===== config.mk =====
export PLATFORM = sky130hd
export DESIGN_NAME = gauss_noise_gen
export DESIGN_NICKNAME = d
export VERILOG_FILES = /design/src/rtl/gn_pkg.sv /design/src/rtl/gn_lfsr_words.sv /design/src/rtl/gn_boxcar.sv /design/src/rtl/gn_gain_clip.sv /design/src/rtl/gauss_noise_gen.sv
export SDC_FILE = /design/constraint.sdc
export NUM_CORES = 2
export LEC_CHECK = 0
export BUFFER_PORTS_ARGS = -buffer_cell sky130_fd_sc_hd__buf_2
export CORE_MARGIN = 2
export CORE_UTILIZATION = 50
export DETAILED_ROUTE_END_ITERATION = 10
export GPL_TIMING_DRIVEN = 1
export PLACE_DENSITY = 0.7
export SYNTH_ARGS = -nofsm -noshare
export SYNTH_HDL_FRONTEND = slang
export SYNTH_HIERARCHICAL = 1
export SYNTH_SLANG_ARGS = --single-unit

===== constraint.sdc =====
create_clock -name clk -period 19.1 [get_ports clk]
set_input_delay 0.955 -clock clk [delete_from_list [all_inputs] [get_ports clk]]
set_output_delay 0.955 -clock clk [all_outputs]
set_load 0.1 [all_outputs]

===== src/rtl/gn_pkg.sv =====
package gn_pkg;
  localparam int          GN_LFSR_W   = 32;
  localparam int          GN_WORD_W   = 16;
  localparam logic [31:0] GN_TAP_MASK = 32'h8020_0003;
  localparam logic [31:0] GN_SEED_DEF = 32'hACE1_2468;
  localparam int          GN_TAPS     = 15;
  localparam int          GN_GAIN_W   = 16;
  localparam int          GN_FRAC     = 12;
  localparam int          GN_GAIN_NOM = 183;

  // Bits needed to sum n signed words of width w without overflow.
  function automatic int sum_width(input int w, input int n);
    return w + $clog2(n);
  endfunction
endpackage


===== src/rtl/gn_lfsr_words.sv =====
module gn_lfsr_words #(
  parameter int          LFSR_W   = 32,
  parameter int          WORD_W   = 16,
  parameter logic [31:0] TAP_MASK = 32'h8020_0003,
  parameter logic [31:0] SEED_DEF = 32'hACE1_2468
) (
  input  logic                     clk,
  input  logic                     rst_n,
  input  logic                     adv_i,
  input  logic                     load_i,
  input  logic [LFSR_W-1:0]        seed_i,
  output logic signed [WORD_W-1:0] word_o
);
  localparam logic [LFSR_W-1:0] MASK = TAP_MASK[LFSR_W-1:0];
  localparam logic [LFSR_W-1:0] DEFS = SEED_DEF[LFSR_W-1:0];

  // Advance by WORD_W single-bit shifts so consecutive words do not overlap.
  function automatic logic [LFSR_W-1:0] jump(input logic [LFSR_W-1:0] s);
    logic [LFSR_W-1:0] t;
    t = s;
    for (int i = 0; i < WORD_W; i++) t = {t[LFSR_W-2:0], ^(t & MASK)};
    return t;
  endfunction

  logic [LFSR_W-1:0] state_q;
  logic [LFSR_W-1:0] seed_eff;
  logic              seed_zero;

  assign seed_zero = (seed_i == '0);
  assign seed_eff  = seed_zero ? DEFS : seed_i;
  assign word_o    = $signed(state_q[WORD_W-1:0]);

  always_ff @(posedge clk or negedge rst_n) begin
    if (!rst_n)      state_q <= DEFS;
    else if (load_i) state_q <= seed_eff;
    else if (adv_i)  state_q <= jump(state_q);
  end

  assert_state_live_R3: assert property (@(posedge clk) disable iff (!rst_n)
    state_q != '0);
  assert_zero_seed_R3: assert property (@(posedge clk) disable iff (!rst_n)
    load_i && seed_zero |=> state_q == DEFS);
  assert_hold_state_R8: assert property (@(posedge clk) disable iff (!rst_n)
    !adv_i && !load_i |=> $stable(state_q));
endmodule


===== src/rtl/gn_boxcar.sv =====
module gn_boxcar #(
  parameter int WORD_W = 16,
  parameter int TAPS   = 15,
  parameter int ACC_W  = 20
) (
  input  logic                    clk,
  input  logic                    rst_n,
  input  logic                    push_i,
  input  logic signed [WORD_W-1:0] word_i,
  output logic signed [ACC_W-1:0] sum_o,
  output logic                    full_o
);
  localparam int CNT_W = $clog2(TAPS + 1);
  localparam logic [CNT_W-1:0] CNT_MAX = CNT_W'(TAPS);

  logic signed [WORD_W-1:0] hist_q [TAPS];
  logic signed [ACC_W-1:0]  acc_q;
  logic [CNT_W-1:0]         cnt_q;
  logic signed [ACC_W-1:0]  add_x, sub_x;

  assign add_x = {{(ACC_W-WORD_W){word_i[WORD_W-1]}}, word_i};
  assign sub_x = {{(ACC_W-WORD_W){hist_q[TAPS-1][WORD_W-1]}}, hist_q[TAPS-1]};

  always_ff @(posedge clk or negedge rst_n) begin
    if (!rst_n)      hist_q[0] <= '0;
    else if (push_i) hist_q[0] <= word_i;
  end

  for (genvar g = 1; g < TAPS; g++) begin : g_hist
    always_ff @(posedge clk or negedge rst_n) begin
      if (!rst_n)      hist_q[g] <= '0;
      else if (push_i) hist_q[g] <= hist_q[g-1];
    end
  end

  always_ff @(posedge clk or negedge rst_n) begin
    if (!rst_n) begin
      acc_q <= '0;
      cnt_q <= '0;
    end else if (push_i) begin
      acc_q <= acc_q + add_x - sub_x;
      if (cnt_q != CNT_MAX) cnt_q <= cnt_q + 1'b1;
    end
  end

  assign sum_o  = acc_q;
  assign full_o = (cnt_q == CNT_MAX);

  localparam logic signed [ACC_W-1:0] BOUND = ACC_W'(TAPS * (2 ** (WORD_W-1)));
  assert_acc_bound_R9: assert property (@(posedge clk) disable iff (!rst_n)
    (acc_q <= BOUND) && (acc_q >= -BOUND));
  assert_fill_R5: assert property (@(posedge clk) disable iff (!rst_n)
    push_i && cnt_q == CNT_MAX - 1'b1 |=> full_o);
  assert_full_sticky_R5: assert property (@(posedge clk) disable iff (!rst_n)
    full_o |=> full_o);
  assert_sum_hold_R8: assert property (@(posedge clk) disable iff (!rst_n)
    !push_i |=> $stable(acc_q));
endmodule


===== src/rtl/gn_gain_clip.sv =====
module gn_gain_clip #(
  parameter int ACC_W  = 20,
  parameter int GAIN_W = 16,
  parameter int FRAC   = 12,
  parameter int OUT_W  = 16
) (
  input  logic                    clk,
  input  logic                    rst_n,
  input  logic signed [ACC_W-1:0] sum_i,
  input  logic [GAIN_W-1:0]       gain_i,
  input  logic                    ok_i,
  output logic signed [OUT_W-1:0] q_o,
  output logic                    ok_o
);
  localparam int PROD_W = ACC_W + GAIN_W + 1;
  localparam logic signed [PROD_W-1:0] HI =
    {{(PROD_W-OUT_W+1){1'b0}}, {(OUT_W-1){1'b1}}};
  localparam logic signed [PROD_W-1:0] LO = ~HI;
  localparam logic signed [OUT_W-1:0] OHI = {1'b0, {(OUT_W-1){1'b1}}};
  localparam logic signed [OUT_W-1:0] OLO = {1'b1, {(OUT_W-1){1'b0}}};

  function automatic logic signed [PROD_W-1:0] scale(
    input logic signed [ACC_W-1:0] s, input logic [GAIN_W-1:0] g);
    logic signed [PROD_W-1:0] p;
    p = {{(GAIN_W+1){s[ACC_W-1]}}, s} * $signed({{ACC_W{1'b0}}, 1'b0, g});
    return p >>> FRAC;
  endfunction

  logic signed [PROD_W-1:0] scaled;
  logic                     clip_hi, clip_lo;
  logic signed [OUT_W-1:0]  clamped;

  assign scaled  = scale(sum_i, gain_i);
  assign clip_hi = scaled > HI;
  assign clip_lo = scaled < LO;
  always_comb begin
    if (clip_hi)      clamped = OHI;
    else if (clip_lo) clamped = OLO;
    else              clamped = scaled[OUT_W-1:0];
  end

  always_ff @(posedge clk or negedge rst_n) begin
    if (!rst_n) begin
      q_o  <= '0;
      ok_o <= 1'b0;
    end else begin
      q_o  <= clamped;
      ok_o <= ok_i;
    end
  end

  assert_clip_hi_R7: assert property (@(posedge clk) disable iff (!rst_n)
    clip_hi |=> q_o == OHI);
  assert_clip_lo_R7: assert property (@(posedge clk) disable iff (!rst_n)
    clip_lo |=> q_o == OLO);
  assert_zero_gain_R6: assert property (@(posedge clk) disable iff (!rst_n)
    gain_i == '0 |=> q_o == '0);
endmodule


===== src/rtl/gauss_noise_gen.sv =====
module gauss_noise_gen #(
  parameter int          LFSR_W    = gn_pkg::GN_LFSR_W,
  parameter int          WORD_W    = gn_pkg::GN_WORD_W,
  parameter logic [31:0] TAP_MASK  = gn_pkg::GN_TAP_MASK,
  parameter logic [31:0] SEED_DEF  = gn_pkg::GN_SEED_DEF,
  parameter int          TAPS      = gn_pkg::GN_TAPS,
  parameter int          GAIN_W    = gn_pkg::GN_GAIN_W,
  parameter int          FRAC      = gn_pkg::GN_FRAC,
  parameter int          OUT_W     = 16
) (
  input  logic                    clk,
  input  logic                    rst_n,
  input  logic                    smp_stb,
  input  logic                    seed_ld,
  input  logic [LFSR_W-1:0]       seed_val,
  input  logic [GAIN_W-1:0]       gain_in,
  output logic signed [OUT_W-1:0] noise_q,
  output logic                    noise_ok
);
  localparam int ACC_W = gn_pkg::sum_width(WORD_W, TAPS);

  logic                    take_smp;
  logic signed [WORD_W-1:0] word_w;
  logic signed [ACC_W-1:0]  sum_w;
  logic                     full_w;

  // A seed load claims the edge; no sample is taken with it.
  assign take_smp = smp_stb && !seed_ld;

  gn_lfsr_words #(.LFSR_W(LFSR_W), .WORD_W(WORD_W), .TAP_MASK(TAP_MASK),
                  .SEED_DEF(SEED_DEF)) u_src (
    .clk(clk), .rst_n(rst_n), .adv_i(take_smp), .load_i(seed_ld),
    .seed_i(seed_val), .word_o(word_w));

  gn_boxcar #(.WORD_W(WORD_W), .TAPS(TAPS), .ACC_W(ACC_W)) u_sum (
    .clk(clk), .rst_n(rst_n), .push_i(take_smp), .word_i(word_w),
    .sum_o(sum_w), .full_o(full_w));

  gn_gain_clip #(.ACC_W(ACC_W), .GAIN_W(GAIN_W), .FRAC(FRAC), .OUT_W(OUT_W)) u_out (
    .clk(clk), .rst_n(rst_n), .sum_i(sum_w), .gain_i(gain_in), .ok_i(full_w),
    .q_o(noise_q), .ok_o(noise_ok));

  assert_ok_sticky_R5: assert property (@(posedge clk) disable iff (!rst_n)
    noise_ok |=> noise_ok);
  assert_seed_wins_R3: assert property (@(posedge clk) disable iff (!rst_n)
    seed_ld && smp_stb |=> $stable(sum_w));
endmodule


==> metrics.md <==
| Metric | Value |
|---|---|
| Max_cap viols | 0 |
| Total grt overflow | 0 |
| Clk buf depth | 3 |
| Postcts setup bufs | 0 |
| Most common cell after layout, fill and taps aside | inv_1 |
| Post_cts resized | 0 |
| Most frequent cells in the layout | 468 x inv_1, 338 x fa_1, 300 x dfrtp_1 |
| WP buf/inv | 4 |
| Unrepaired setup endpoints after global routing | no |
| Post-synth top area cell | dfrtp_1 |
| # IOs | between 60 and 70 |
| Mapped cell area | between 20,000 and 30,000 um2 |
| Hold_ws | roughly 500 ps |
| Crit path launch type | flop |
| Crit path top cell by count | fa_1 |
| Synth cell types | 78 |
| Critical Path Fanout Max | 18 |
| Avg Synthesized Cell Area | around 11 um2 |
| Post-route minimum period | approximately 8000 ps |
| Critical path origin | u_sum/sum_o[19]$_DFFE_PN0P_ |
| Top area cells in the synthesized netlist | dfrtp_1 28%, fa_1 26%, mux2_2 10% |
| Critical Path End Type | flop |
| CP delay by family, top | adder cells |
| Final WL | between 50,000 and 60,000 um |
| Reg2reg start | u_sum/sum_o[19]$_DFFE_PN0P_ |
| Total track usage | a little over a fifth |
| Sink Count | approximately 310 |
| Wire per inst | between 15 and 20 um |
| Die Y | 234 um |
| Crit path kind | flop to flop |
| Slowest-stage cell, CP | o41ai_4 |
| Root buffer cell | clkbuf_16 |
| Mapped Cells | about 2,500 |
| Final setup fails | 0 |
| CP arrival | 8320 ps |
| Post-route ant nets | 0 |
| Reg-to-reg setup timing slack | between 10,000 and 15,000 ps |
| Synth top area share | 28.5% |
| Fin util | a little over half |
| Fillers | between 4,000 and 5,000 |
| Final #Nets | between 2,000 and 3,000 |
| Core Region | roughly 52,000 um2 |
| Dpl hpwl | just over 40,000 um |
| Via Count | ~17,000 |
| Hold Violations, Final | 0 |
| Period utilisation layout | 41.6% |
| Area delta synth->final | 6.74% |
| Fmax | between 0.1 and 0.15 GHz |
| Crit path largest cell delay | 900 ps |
| Top_reg_cell synth | dfrtp_1 |
| RD Place Congestion | 0.904 |
| Largest net degree at the start of global routing | ~110 |
| Crit path required time | about 20,000 ps |
| Slew headroom | 26.8% |
| Clock latency on the worst-skew pair | between 500 and 600 ps |
| DRC Markers | 0 |
| Syn nets | roughly 3,000 |
| Syn. warnings | 6 |
| Post-route setup TNS | 0 ps |
| CTS tree | done |
| Port buffer count | between 60 and 70 |
| Number of synthesized flops with an enable pin | 0 |
| Slew Limit Fails | 0 |
| Die area | between 50,000 and 60,000 um2 |
| Seq cells post-synth | between 300 and 400 |
| Status | finished clean |
| Post-synthesis async set-or-reset flop share | 100% |
| Initial Util | 50.4% |
| Die X | about 230 um |
| Ratio of cells with drive above 1 in the final layout | roughly 17% |
| Register area share after synthesis | between 20% and 30% |
| CTS Buf Count | 34 |
| CP Cell Sequence | and2_1 -> fa_1 -> inv_1 -> fa_1 -> inv_1 -> fa_1 -> fa_1 -> fa_1 -> inv_1 -> fa_1 -> inv_1 -> ha_1 -> a21o_1 -> a21o_1 -> a21oi_1 -> nand2_1 -> o311ai_0 -> or4b_4 -> o41ai_4 -> a21oi_1 |
| First-pass GRT wire length | around 92,000 um |
| Worst min path class | input port to async pin |
| Hold_buf cts | 0 |
| Initial antenna violation count | 1 |
| Drt pass-1 iters | 5 |
| Number of global-route vias before repair | around 18,000 |
| H-tree lvl count | 2 |
| Setup Skew | about 11 ps |
| Slew @ Worst Pin | roughly 1100 ps |
| DR vias/cell | about 5.3 |
| Std-Cell Rows | 84 |
| Drt initial violations | roughly 1,000 |
| CTS clk-pin slew, worst paths | ~60 ps |
worst register-to-register path: stages (launching register included):
cell and delay [ps]:
dfrtp_1 820, and2_1 330, fa_1 430, inv_1 230, fa_1 460, inv_1 320
fa_1 520, fa_1 510, fa_1 500, inv_1 50, fa_1 470, inv_1 40
ha_1 350, a21o_1 240, a21o_1 190, a21oi_1 140, nand2_1 130, o311ai_0 440
or4b_4 530, o41ai_4 900, a21oi_1 190
area by class of cell:
class	instances	area (um2)	share of cell area, %
sequential	313	7850	27.9
antenna	1	2.50	0.00889
tap	688	861	3.06
multi-input combinational	1555	16200	57.4
clock inverter	11	133	0.471
timing repair buffer	76	410	1.46
inverter	468	1760	6.24
clock buffer	47	970	3.44
sequential cells by signal (all words and copies together) (netlist names):
name and count:
u_src/state_q 32, u_out/ok_o 1, u_out/q_o 16, u_sum/cnt_q 4, u_sum/sum_o 20, u_sum/hist_q 240
routing by layer:
metal  routed length [um]  global-route usage (%)
met1                23600                    27.4
met2                26800                    36.4
met3                 2340                    2.70
met4                 1960                    7.75
met5                    0                       0
stage by stage:
step           std cells  worst slack (ps)  cell area [um2]
6_report            3159             11150            28200
5_1_grt             3159             10710            28200
4_1_cts             3158             11130            28200
3_5_place_dp        3100             10770            27100
3_3_place_gp        3100             10830            27100
2_1_floorplan       2463             11580            26400
worst paths after layout:
check | end | cells past startpoint
worst max-delay path | u_out/q_o[14]$_DFF_PN0_ | 20
worst min-delay path | u_sum/hist_q[129]$_DFFE_PN0P_ | 1
worst max register to register | u_out/q_o[14]$_DFF_PN0_ | 20
worst min register to register | u_sum/hist_q[114]$_DFFE_PN0P_ | 1
max in group asynchronous | u_sum/hist_q[44]$_DFFE_PN0P_ | 3
min in group clk | u_sum/hist_q[114]$_DFFE_PN0P_ | 1
cell usage after synthesis (all sizes together), types with 18 or more instances:
cell type and n:
a211oi 20, a21o 18, a21oi 86, and2 155, buf 33, clkbuf 94, dfrtp 300, fa 338
ha 113, inv 468, mux2 241, mux2i 18, nand2 233, nor2 37, nor2b 18, o21ai 61
xnor2 63, xor2 27
cells by family (layout without fill, tap and decap cells):
group | after synthesis | after routing | synth area share [%]
muxes | 259 | 259 | 11.0
other | 0 | 1 | 0
DFF | 313 | 313 | 29.8
AOI/OAI and AO/OA | 232 | 232 | 5.83
and+or+nand+nor | 516 | 516 | 9.82
xor gates and xnor gates | 97 | 97 | 3.68
adders and majority gates | 451 | 451 | 31.0
buffers and inverters | 595 | 602 | 8.93
Power is left out: the tool's default activity adds up to more than one toggle a clock period on the data nets, which glitch-free logic cannot reach.
